===== src/rtl/irq_ctl_pkg.sv =====
package irq_ctl_pkg;

  typedef enum logic [1:0] {
    SVC_NONE    = 2'b00,
    SVC_BUS_OP  = 2'b01,
    SVC_RESTART = 2'b10,
    SVC_VECTOR  = 2'b11
  } svc_t;

  localparam logic [1:0] MODE_BUS = 2'd0;
  localparam logic [1:0] MODE_RST = 2'd1;
  localparam logic [1:0] MODE_VEC = 2'd2;

  // Next mode from the three select strobes; highest mode wins.
  function automatic logic [1:0] next_mode(input logic [1:0] cur,
                                           input logic s0, input logic s1,
                                           input logic s2);
    logic [1:0] m;
    m = cur;
    if (s0) m = MODE_BUS;
    if (s1) m = MODE_RST;
    if (s2) m = MODE_VEC;
    return m;
  endfunction

  function automatic svc_t action_of(input logic [1:0] mode);
    case (mode)
      MODE_BUS: return SVC_BUS_OP;
      MODE_RST: return SVC_RESTART;
      default:  return SVC_VECTOR;
    endcase
  endfunction

endpackage


===== src/rtl/irq_enable_ctl.sv =====
module irq_enable_ctl (
  input  logic clk,
  input  logic rst_n,
  input  logic en_stb,
  input  logic dis_stb,
  input  logic step_done,
  input  logic irq_req,
  output logic en_pri,
  output logic en_sec,
  output logic hold_off,
  output logic accept
);

  logic pri_q, sec_q, hold_q;

  // A request is taken only at a boundary, with the primary flag set, and
  // never on the boundary that closes an enable or disable instruction.
  assign accept = step_done & irq_req & pri_q & ~hold_q & ~en_stb & ~dis_stb;

  always_ff @(posedge clk) begin
    if (!rst_n) begin
      pri_q  <= 1'b0;
      sec_q  <= 1'b0;
      hold_q <= 1'b0;
    end else begin
      if (dis_stb || accept) begin
        pri_q <= 1'b0;
        sec_q <= 1'b0;
      end else if (en_stb) begin
        pri_q <= 1'b1;
        sec_q <= 1'b1;
      end
      if (step_done)   hold_q <= 1'b0;
      else if (en_stb) hold_q <= 1'b1;
    end
  end

  assign en_pri   = pri_q;
  assign en_sec   = sec_q;
  assign hold_off = hold_q;

endmodule


===== src/rtl/irq_state_reg.sv =====
module irq_state_reg
  import irq_ctl_pkg::*;
(
  input  logic       clk,
  input  logic       rst_n,
  input  logic       im0_stb,
  input  logic       im1_stb,
  input  logic       im2_stb,
  input  logic       halt_stb,
  input  logic       accept,
  output logic [1:0] mode,
  output logic       halted
);

  logic [1:0] mode_q;
  logic       halt_q;

  always_ff @(posedge clk) begin
    if (!rst_n) begin
      mode_q <= MODE_BUS;
      halt_q <= 1'b0;
    end else begin
      mode_q <= next_mode(mode_q, im0_stb, im1_stb, im2_stb);
      if (accept)        halt_q <= 1'b0;
      else if (halt_stb) halt_q <= 1'b1;
    end
  end

  assign mode   = mode_q;
  assign halted = halt_q;

endmodule


===== src/rtl/irq_svc_unit.sv =====
module irq_svc_unit
  import irq_ctl_pkg::*;
#(
  parameter int unsigned PAGE_W = 8,
  parameter int unsigned ADDR_W = 2 * PAGE_W,
  parameter logic [ADDR_W-1:0] RST_VEC = 'h38
) (
  input  logic              clk,
  input  logic              rst_n,
  input  logic              accept,
  input  logic [1:0]        mode,
  input  logic [PAGE_W-1:0] page,
  input  logic [PAGE_W-1:0] bus,
  output logic              take,
  output logic [1:0]        act,
  output logic [ADDR_W-1:0] addr,
  output logic [ADDR_W-1:0] addr_hi
);

  localparam int unsigned PAD_W = ADDR_W - PAGE_W;

  function automatic logic [ADDR_W-1:0] svc_address(input logic [1:0] m,
                                                    input logic [PAGE_W-1:0] pg,
                                                    input logic [PAGE_W-1:0] b);
    case (m)
      MODE_BUS: return {{PAD_W{1'b0}}, b};
      MODE_RST: return RST_VEC;
      default:  return {pg[PAD_W-1:0], b};
    endcase
  endfunction

  logic [ADDR_W-1:0] addr_d;
  assign addr_d = svc_address(mode, page, bus);

  always_ff @(posedge clk) begin
    if (!rst_n) begin
      take    <= 1'b0;
      act     <= SVC_NONE;
      addr    <= '0;
      addr_hi <= '0;
    end else begin
      take <= accept;
      if (accept) begin
        act     <= action_of(mode);
        addr    <= addr_d;
        addr_hi <= addr_d + 1'b1;
      end
    end
  end

endmodule


===== src/rtl/irq_mode_ctrl.sv =====
module irq_mode_ctrl #(
  parameter int unsigned PAGE_W = 8,
  parameter int unsigned ADDR_W = 2 * PAGE_W,
  parameter logic [ADDR_W-1:0] RST_VEC = 'h38
) (
  input  logic              clk,
  input  logic              rst_n,
  input  logic              en_stb,
  input  logic              dis_stb,
  input  logic              im0_stb,
  input  logic              im1_stb,
  input  logic              im2_stb,
  input  logic              halt_stb,
  input  logic              step_done,
  input  logic              irq_req,
  input  logic [PAGE_W-1:0] page_i,
  input  logic [PAGE_W-1:0] bus_i,
  output logic              take_o,
  output logic [1:0]        svc_act_o,
  output logic [ADDR_W-1:0] svc_addr_o,
  output logic [ADDR_W-1:0] svc_addr_hi_o,
  output logic              halted_o,
  output logic              en_pri_o,
  output logic              en_sec_o,
  output logic [1:0]        mode_o
);

  logic       accept_w;
  logic       hold_off_w;
  logic [1:0] mode_w;

  irq_enable_ctl u_en (
    .clk       (clk),
    .rst_n     (rst_n),
    .en_stb    (en_stb),
    .dis_stb   (dis_stb),
    .step_done (step_done),
    .irq_req   (irq_req),
    .en_pri    (en_pri_o),
    .en_sec    (en_sec_o),
    .hold_off  (hold_off_w),
    .accept    (accept_w)
  );

  irq_state_reg u_st (
    .clk      (clk),
    .rst_n    (rst_n),
    .im0_stb  (im0_stb),
    .im1_stb  (im1_stb),
    .im2_stb  (im2_stb),
    .halt_stb (halt_stb),
    .accept   (accept_w),
    .mode     (mode_w),
    .halted   (halted_o)
  );

  irq_svc_unit #(.PAGE_W(PAGE_W), .ADDR_W(ADDR_W), .RST_VEC(RST_VEC)) u_svc (
    .clk     (clk),
    .rst_n   (rst_n),
    .accept  (accept_w),
    .mode    (mode_w),
    .page    (page_i),
    .bus     (bus_i),
    .take    (take_o),
    .act     (svc_act_o),
    .addr    (svc_addr_o),
    .addr_hi (svc_addr_hi_o)
  );

  assign mode_o = mode_w;

endmodule


===== config.mk =====
export PLATFORM = sky130hd
export DESIGN_NAME = irq_mode_ctrl
export DESIGN_NICKNAME = d
export VERILOG_FILES = /design/src/rtl/irq_ctl_pkg.sv /design/src/rtl/irq_enable_ctl.sv /design/src/rtl/irq_state_reg.sv /design/src/rtl/irq_svc_unit.sv /design/src/rtl/irq_mode_ctrl.sv
export SDC_FILE = /design/constraint.sdc
export NUM_CORES = 1
export LEC_CHECK = 0
export BUFFER_PORTS_ARGS = -buffer_cell sky130_fd_sc_hd__buf_4
export CAP_MARGIN = 20
export CORE_ASPECT_RATIO = 1.5
export CORE_MARGIN = 4
export CORE_UTILIZATION = 29
export DETAILED_ROUTE_END_ITERATION = 6
export PLACE_DENSITY = 0.54
export SLEW_MARGIN = 25
export SYNTH_ARGS = -nofsm -noshare
export SYNTH_HDL_FRONTEND = slang
export SYNTH_SLANG_ARGS = --single-unit

===== constraint.sdc =====
create_clock -name clk -period 1.92 [get_ports clk]
set_clock_uncertainty 0.15 [all_clocks]
set_input_delay 0 -clock clk [delete_from_list [all_inputs] [get_ports clk]]
set_output_delay 0 -clock clk [all_outputs]
set_load 0.03 [all_outputs]

==> metrics.csv, run 1 <==
metric;value;unit
initial core utilization;0.299;
Min-Delay Startpoint;irq_req;
final antenna-violating net count;0;
Post-synth EDFFs;0;
port bufs;65;
Mapped Nets;228;
Synth Cell Area;1750;um^2
Hold/Removal Path Class;in2reg;
reg-to-reg startpoint;u_en.hold_off$_SDFFE_PP0P_;
period utilisation layout;0.948;
most common cell after layout, fill and taps aside;buf_4;
WS Path Type;in2reg;
worst setup margin;0.101;ns
Die Y;103;um
hold endpoint;u_svc.take$_SDFF_PN0_;
fill cell count;558;
Clock Path Buffers;2;
LEAKAGE;1.14;nW
Inst Count DP;333;
Antenna Cells;0;
total setup buffers inserted after CTS;0;
Max-Cap Viols;0;
Placer Congestion;0.743;
fin. max-slew vios;0;
GRT Residual Overflow;0;
TritonCTS Buffers;5;
routed wire length;4.76;mm
Post-Syn Instances;202;
startpoint types;input port;
dpl ws;0.133;ns
Post-synth ARST share;0;
vias per inst;4.68;
Hold Crit Depth;4;
reg2reg setup slack;0.13;ns
first-pass GRT wire length;7.72;mm
die width;71.3;um
outcome;finished, final reports clean;
CP max stage cell;dlygate4sd3_1;
Hold Fails Final Rpt;0;
R2R depth;6;
core area;5830;um^2
DR pass1 iterations;4;
library cells used by synthesis;38;
sequential share of the synthesized area;0.459;
Root Buffer;clkbuf_8;
Synth top area share;0.459;
vias in the first global route;1692;
DR iter-0 viols;72;
CTS clk-pin slew, worst paths;0.07;ns
critical path peak fanout;6;
minimum clock period;1.82;ns
largest net degree at the start of global routing;36;
# setup viols final;0;
yosys warns;0;
CP Cell Sequence;dlygate4sd3_1, buf_4, and4_1, nand2_2, nor4_2, mux2i_1, a22o_1;
GRT Total Usage;0.133;
die area;7350;um^2
I/O pins;66;
Fin Setup TNS;0;ns
initial antenna violation count;0;
Final HPWL DP;3.47;mm
slowest stage delay, CP;0.52;ns
worst-skew pair later-pin latency;0.28;ns
Worst setup EP type;flop;
Vias;1722;
Finished Layout Cells;368;
Area Overhead vs Synth;55.1;%
RSZ-0062 raised after global routing;no;
area of the multi-input gates;873;um^2
worst slew pin tran;0.391;ns
FF+latch count, synth;40;
layout cell share with drive strength beyond 1;0.294;
clock sinks;40;
most frequent cells in the layout;buf_4 (72), dfxtp_1 (39), nand2_1 (27), dlygate4sd3_1 (27), nand3_1 (20);
CP Data Arrival Time;1.90;ns
synth top area cells;dfxtp_1 (46%), nand2_1 (5.8%), nand3_1 (5.7%);
CTS tree;built;
FP Rows;34;
# DRC;0;
Max-slew headroom;0.737;
Worst Path Required;2.01;ns
H-tree Lvls;2;
fmax;550;MHz
Power Density;606;nW/um^2
Syn Area/Cell;8.64;um^2
nets;321;
ys flop type;dfxtp_1;
register area;802;um^2
CTS resizes;0;
drt wl/cell;12.9;um
FF-to-FF End;u_svc.addr[14]$_SDFFE_PN0P_;
Yosys top cell by area;dfxtp_1;
peak supply drop;0.000475;V
-- cell type report --
cell class	count	share of cell area
timing repair buffer	100	0.307
clock inverter	2	0.00370
inverter	5	0.00693
sequential	40	0.296
clock buffer	6	0.0305
tap	72	0.0333
multi-input combinational	143	0.323
-- worst max-delay path, delay by kind of cell --
kind	cells	cell delay [ns]
simple gates	3	0.85
buf+inv	2	0.66
mux	1	0.25
compound gates	1	0.13
-- registers in the layout, indices dropped and copies added (netlist names) --
signal         count
u_st.mode          2
u_st.halted        1
u_svc.addr_hi     16
u_svc.addr        16
u_en.en_pri        1
u_en.hold_off      1
u_svc.act          2
u_svc.take         1
-- power by group --
part / internal, mW / switching [mW] / total (mW)
logic: 0.118 / 0.101 / 0.219
clock network: 0.287 / 0.290 / 0.577
registers: 0.838 / 0.00634 / 0.844
total: 1.24 / 0.398 / 1.64
-- cells in the mapped netlist, types with 3 or more instances --
library cell	instances
o21ai_0	13
a21oi_1	5
buf_2	3
nor2_1	11
nand2_1	27
nand3_1	20
a21boi_0	13
a31oi_1	4
xor2_1	4
o211a_1	3
xnor2_1	8
nor3b_1	5
nand4_1	3
dfxtp_1	40
nor3_1	5
inv_1	5
clkbuf_1	9
-- cell families (layout without fill, tap and decap cells) --
group	after synthesis	count (layout)	synth area share
flip-flops	40	40	0.459
buffers and inverters	19	113	0.0459
AO/OA/AOI/OAI	43	43	0.160
AND/OR/NAND/NOR	87	87	0.270
multiplexers	1	1	0.00573
XOR/XNOR	12	12	0.0602
-- stage by stage --
stage	utilization	total power, mW	area, um^2	hold slack [ns]
after floorplan	-	0.946	1750	-0.0739
after global placement	0.402	1.04	2340	0.0316
after detailed placement	0.402	1.04	2340	0.0313
after CTS	0.466	1.66	2720	0.000964
after global routing	0.465	1.71	2710	0.0121
final	0.465	1.64	2710	0.00869
-- what timing repair did --
action / in CTS / in global routing
hold buffers: 28 / 0
hold endpoints to repair: 40 / 0
setup endpoints to repair: 0 / 1
-- routing by layer --
metal | wire, um | vias to the layer above | GRT usage | part of all wire
met4 | 85 | 0 | 0.0521 | 0.018
met1 | 1920 | 784 | 0.151 | 0.40
met3 | 268 | 6 | 0.0254 | 0.056
met5 | 0 | - | 0 | 0
met2 | 2480 | 49 | 0.242 | 0.52
li1 | - | 883 | - | -
-- how the worst max path moves through the flow --
stage	start	slack [ns]	to	cells past startpoint
2_1_floorplan	u_en.en_pri$_SDFFE_PP0P_	0.05	u_svc.addr_hi[13]$_SDFFE_PN0P_	5
3_3_place_gp	u_en.hold_off$_SDFFE_PP0P_	0.17	u_svc.addr[14]$_SDFFE_PN0P_	6
3_5_place_dp	u_en.hold_off$_SDFFE_PP0P_	0.13	u_svc.addr[14]$_SDFFE_PN0P_	6
4_1_cts	im0_stb	0.02	u_st.mode[1]$_SDFFE_PN0P_	7
5_1_grt	bus_i[1]	0.04	u_svc.addr_hi[13]$_SDFFE_PN0P_	7
6_report	bus_i[1]	0.10	u_svc.addr_hi[13]$_SDFFE_PN0P_	7
Power figures use the tool's default switching activity.
==> run 2, diff against run 1 <==
Settings changed: CAP_MARGIN 20 to 5, REMOVE_ABC_BUFFERS from default to 1.
==> run 2 against run 1 <==
Net effect: global-route usage is 0.79 points higher; clock power hardly changed; combinational power is 2% higher; final cell count up 0.54%; routed wire length rose by 2.9%; die area unchanged; maximum frequency increased by 1.3%; critical path type is now reg2reg; largest power group unchanged.
==> metrics.csv, run 2 (synthesis gave the netlist of run 1 again) <==
metric;value;unit
outcome;finished, final reports clean;
Pwr Total;1.64;mW
first-pass GRT wire length;8.24;mm
most frequent cells in the layout;buf_4 (73), dfxtp_1 (40), dlygate4sd3_1 (28);
port bufs;65;
fmax;557;MHz
minimum clock period;1.80;ns
CP max stage cell;or4b_1;
Worst Path Required;1.96;ns
most common cell after layout, fill and taps aside;buf_4;
Area Overhead vs Synth;56.6;%
layout cell share with drive strength beyond 1;0.289;
FF-to-FF End;u_svc.addr_hi[13]$_SDFFE_PN0P_;
Worst setup EP type;flop;
GRT Total Usage;0.140;
H-tree Lvls;2;
Min-Delay Startpoint;halt_stb;
fill cell count;591;
LEAKAGE;1.15;nW
reg2reg setup slack;0.12;ns
critical path peak fanout;6;
Max-Cap Viols;0;
GRT Residual Overflow;0;
worst slew pin tran;0.293;ns
core area;5830;um^2
fin. max-slew vios;0;
dpl ws;0.130;ns
Power Density;602;nW/um^2
FP Rows;34;
Root Buffer;clkbuf_8;
startpoint types;flop;
Vias;1728;
clock sinks;40;
die width;71.3;um
CTS clk-pin slew, worst paths;0.08;ns
CP Cell Sequence;nand3b_4, or4b_1, and2_0, a22o_1;
Placer Congestion;0.714;
CTS tree;built;
DR iter-0 viols;100;
routed wire length;4.90;mm
Clock Path Buffers;2;
Die Y;103;um
slowest stage delay, CP;0.53;ns
TritonCTS Buffers;5;
# setup viols final;0;
drt wl/cell;13.2;um
DR pass1 iterations;4;
Regs by FF count;u_svc.addr x16, u_svc.addr_hi x16;
peak supply drop;0.000309;V
nets;323;
CP Data Arrival Time;1.83;ns
initial antenna violation count;0;
worst-skew pair later-pin latency;0.29;ns
# DRC;0;
period utilisation layout;0.935;
Antenna Cells;0;
initial core utilization;0.299;
total setup buffers inserted after CTS;0;
RSZ-0062 raised after global routing;yes;
final antenna-violating net count;0;
Hold Crit Depth;3;
largest net degree at the start of global routing;35;
I/O pins;66;
vias in the first global route;1797;
hold endpoint;u_st.halted$_SDFFE_PP0P_;
die area;7350;um^2
Hold Fails Final Rpt;0;
Max-slew headroom;0.803;
WS Path Type;reg2reg;
Hold/Removal Path Class;in2reg;
Fin Setup TNS;0;ns
reg-to-reg startpoint;u_en.hold_off$_SDFFE_PP0P_;
R2R depth;4;
vias per inst;4.67;
worst setup margin;0.124;ns
Final HPWL DP;3.62;mm
[run 2: how the worst max path moves through the flow]
stage,from,to,depth (start not counted)
after global placement,u_en.hold_off$_SDFFE_PP0P_,u_svc.addr_hi[13]$_SDFFE_PN0P_,4
after CTS,im0_stb,u_st.mode[1]$_SDFFE_PN0P_,7
after detailed placement,u_en.hold_off$_SDFFE_PP0P_,u_svc.addr_hi[13]$_SDFFE_PN0P_,4
after global routing,bus_i[0],u_svc.addr_hi[13]$_SDFFE_PN0P_,7
after floorplan,u_en.en_pri$_SDFFE_PP0P_,u_svc.addr_hi[0]$_SDFFE_PN0P_,3
final,u_en.hold_off$_SDFFE_PP0P_,u_svc.addr_hi[13]$_SDFFE_PN0P_,4
[run 2: worst max-delay path: cells and delay by family, from the launching register on]
family             cells  cell delay, ns
and+or+nand+nor        3            0.97
DFF                    1            0.32
AOI/OAI and AO/OA      1            0.26
[run 2: per-stage QoR]
step / cells / hold WS, ns / cell area [um^2] / util
2_1_floorplan: 188 / -0.0739 / 1680 / -
3_3_place_gp: 334 / 0.0240 / 2350 / 0.403
3_5_place_dp: 334 / 0.0248 / 2350 / 0.403
4_1_cts: 371 / 0.304 / 2730 / 0.469
5_1_grt: 370 / 0.303 / 2730 / 0.469
6_report: 370 / 0.302 / 2730 / 0.469
[run 2: area by class of cell]
cell class | count | area, um^2 | share of cell area
Multi-Input combinational cell | 143 | 886 | 0.324
Timing Repair Buffer | 102 | 848 | 0.310
Sequential cell | 40 | 801 | 0.293
Clock buffer | 8 | 90.1 | 0.0330
Tap cell | 72 | 90.1 | 0.0330
Inverter | 5 | 18.8 | 0.00686
[run 2: what timing repair did]
action,4_1_cts,5_1_grt
setup endpoints to repair,0,2
gates resized for setup,0,2
endpoints found under the hold margin,39,0
hold buffers,29,0
[run 2: per-layer routing]
layer	up-vias	share of wire	track usage
met4	0	0.026	0.0680
li1	884	-	-
met3	9	0.058	0.0293
met2	47	0.50	0.246
met1	788	0.41	0.161
met5	-	0	0
[run 2: report_power, final]
part / total [mW] / switching [mW] / internal, mW
Combinational: 0.223 / 0.103 / 0.119
Sequential: 0.845 / 0.00753 / 0.838
Clock: 0.577 / 0.284 / 0.293
==> run 3, diff against run 2 <==
Settings changed: CORE_MARGIN 4 to 2, CTS_BUF_LIST from default to sky130_fd_sc_hd__clkbuf_4.
==> run 3 against run 2 <==
Net effect: routed wire length down 4.0%; combinational power about the same; cell area down 1.6%; first-iteration DRC count down 12%; register-to-register slack about the same; critical path depth unchanged; hold slack worse by 0.069 ns; maximum frequency up 0.43%; core utilization down 0.77 points.
==> metrics.csv, run 3 (synthesis gave the netlist of run 1 again) <==
metric;value;unit
reg-to-reg startpoint;u_en.hold_off$_SDFFE_PP0P_;
sw frac;0.260;
worst slew pin tran;0.390;ns
core area;5830;um^2
Antenna Cells;0;
Fin Setup TNS;0;ns
GRT Total Usage;0.152;
RSZ-0062 raised after global routing;no;
placed cell area;2350;um^2
Gate power share;0.149;
clock sinks;40;
initial antenna violation count;0;
die area;6670;um^2
Power Density;549;nW/um^2
nets;325;
Worst setup EP type;flop;
critical path peak fanout;6;
WS Path Type;reg2reg;
GRT Residual Overflow;0;
most frequent cells in the layout;buf_4 (75), dfxtp_1 (39), dlygate4sd3_1 (29);
vias per inst;4.72;
Clock Path Buffers;2;
Top delay family on crit path;simple AND/OR/NAND/NOR gates;
Vias;1756;
Max-slew headroom;0.738;
CP Data Arrival Time;1.90;ns
Critical Path Stages;4;
fin. max-slew vios;0;
P_sw;0.384;mW
minimum clock period;1.79;ns
H-tree Lvls;2;
Area Overhead vs Synth;54.1;%
Int Pwr;1.09;mW
Hold Fails Final Rpt;0;
Root Buffer;clkbuf_4;
worst-skew pair later-pin latency;0.35;ns
TritonCTS Buffers;5;
FP Rows;34;
crit path launch;u_en.hold_off$_SDFFE_PP0P_;
die width;67.3;um
# setup viols final;0;
R2R depth;4;
DR pass1 iterations;4;
final antenna-violating net count;0;
Pwr Total;1.48;mW
first-pass GRT wire length;7.71;mm
port bufs;65;
peak supply drop;0.000261;V
CTS clk-pin slew, worst paths;0.12;ns
Hold Crit Depth;3;
fmax;559;MHz
outcome;finished, final reports clean;
# DRC;0;
largest net degree at the start of global routing;35;
Sequential Power Share;0.573;
Worst Path Required;2.03;ns
fill cell count;605;
LEAKAGE;1.14;nW
Core Util, Final;0.461;
clock power share;0.278;
layout cell share with drive strength beyond 1;0.293;
Inst Count DP;335;
routed wire length;4.70;mm
Placer Congestion;0.714;
initial core utilization;0.299;
CP Cell Sequence;nand3b_4, or4b_1, and2_0, a22o_1;
period utilisation layout;0.931;
most common cell after layout, fill and taps aside;buf_4;
Finished Layout Cells;372;
Worst Path Buf+Inv;0;
vias in the first global route;1716;
I/O pins;66;
Regs by FF count;u_svc.addr x16, u_svc.addr_hi x16;
startpoint types;flop;
Hold/Removal Path Class;in2reg;
design area;2690;um^2
CP max stage cell;or4b_1;
slowest stage delay, CP;0.52;ns
DR iter-0 viols;88;
Max-Cap Viols;0;
drt wl/cell;12.6;um
Min-Delay Startpoint;halt_stb;
Die Y;99.0;um
CTS tree;built;
Final HPWL DP;3.45;mm
==> run 3: changes by cell type in the layout (fill, tap and decap cells not counted), sizes merged <==
cell / change
clkinv: +3
clkbuf: -3
dlygate4sd3: +1
buf: +1
==> run 3: final timing paths <==
| check | to | slack, ns |
|---|---|---|
| worst max-delay path | u_svc.addr_hi[13]$_SDFFE_PN0P_ | 0.13 |
| worst min-delay path | u_st.halted$_SDFFE_PP0P_ | 0.23 |
| worst max register to register | u_svc.addr_hi[13]$_SDFFE_PN0P_ | 0.13 |
| worst min register to register | u_svc.addr_hi[15]$_SDFFE_PN0P_ | 0.31 |
==> run 3: worst register-to-register path: cells and delay by family (launching register included) <==
kind | cells | cell delay [ns]
simple gates | 3 | 0.97
flops | 1 | 0.33
compound gates | 1 | 0.25
==> run 3: layout make-up <==
class	instances	area [um^2]	share of cell area
clock buffer	5	37.5	0.0140
clock inverter	3	13.8	0.00512
timing repair buffer	104	853	0.317
tap	72	90.1	0.0335
multi-input combinational	143	873	0.325
inverter	5	18.8	0.00698
sequential	40	802	0.298
==> run 3: metrics by stage <==
stage / hold slack [ns] / setup WS (ns)
after global placement: 0.0246 / 0.156
final: 0.233 / 0.132
after global routing: 0.221 / 0.0386
after detailed placement: 0.0266 / 0.108
after floorplan: -0.0739 / -0.925
after CTS: 0.222 / 0.101
==> run 3: power by group through the flow <==
stage	clock network, mW	registers [mW]	logic [mW]
final	0.410	0.846	0.220
after detailed placement	0	0.865	0.177
after floorplan	0	0.883	0.0522
after global routing	0.462	0.849	0.238
after CTS	0.435	0.846	0.222
after global placement	0	0.865	0.176
==> run 3: repair_timing <==
| item | in CTS | in global routing |
|---|---|---|
| setup buffers | 0 | 0 |
| resized for setup | 0 | 1 |
| endpoints found under the hold margin | 38 | 0 |
| hold buffers | 29 | 0 |
| setup endpoints to repair | 0 | 1 |
==> run 3: metal layers <==
metal	vias up	wire (um)	GRT usage
met3	6	216	0.0308
met2	44	2410	0.261
met4	0	87	0.0644
met1	812	1980	0.177
li1	894	-	-
met5	-	0	0
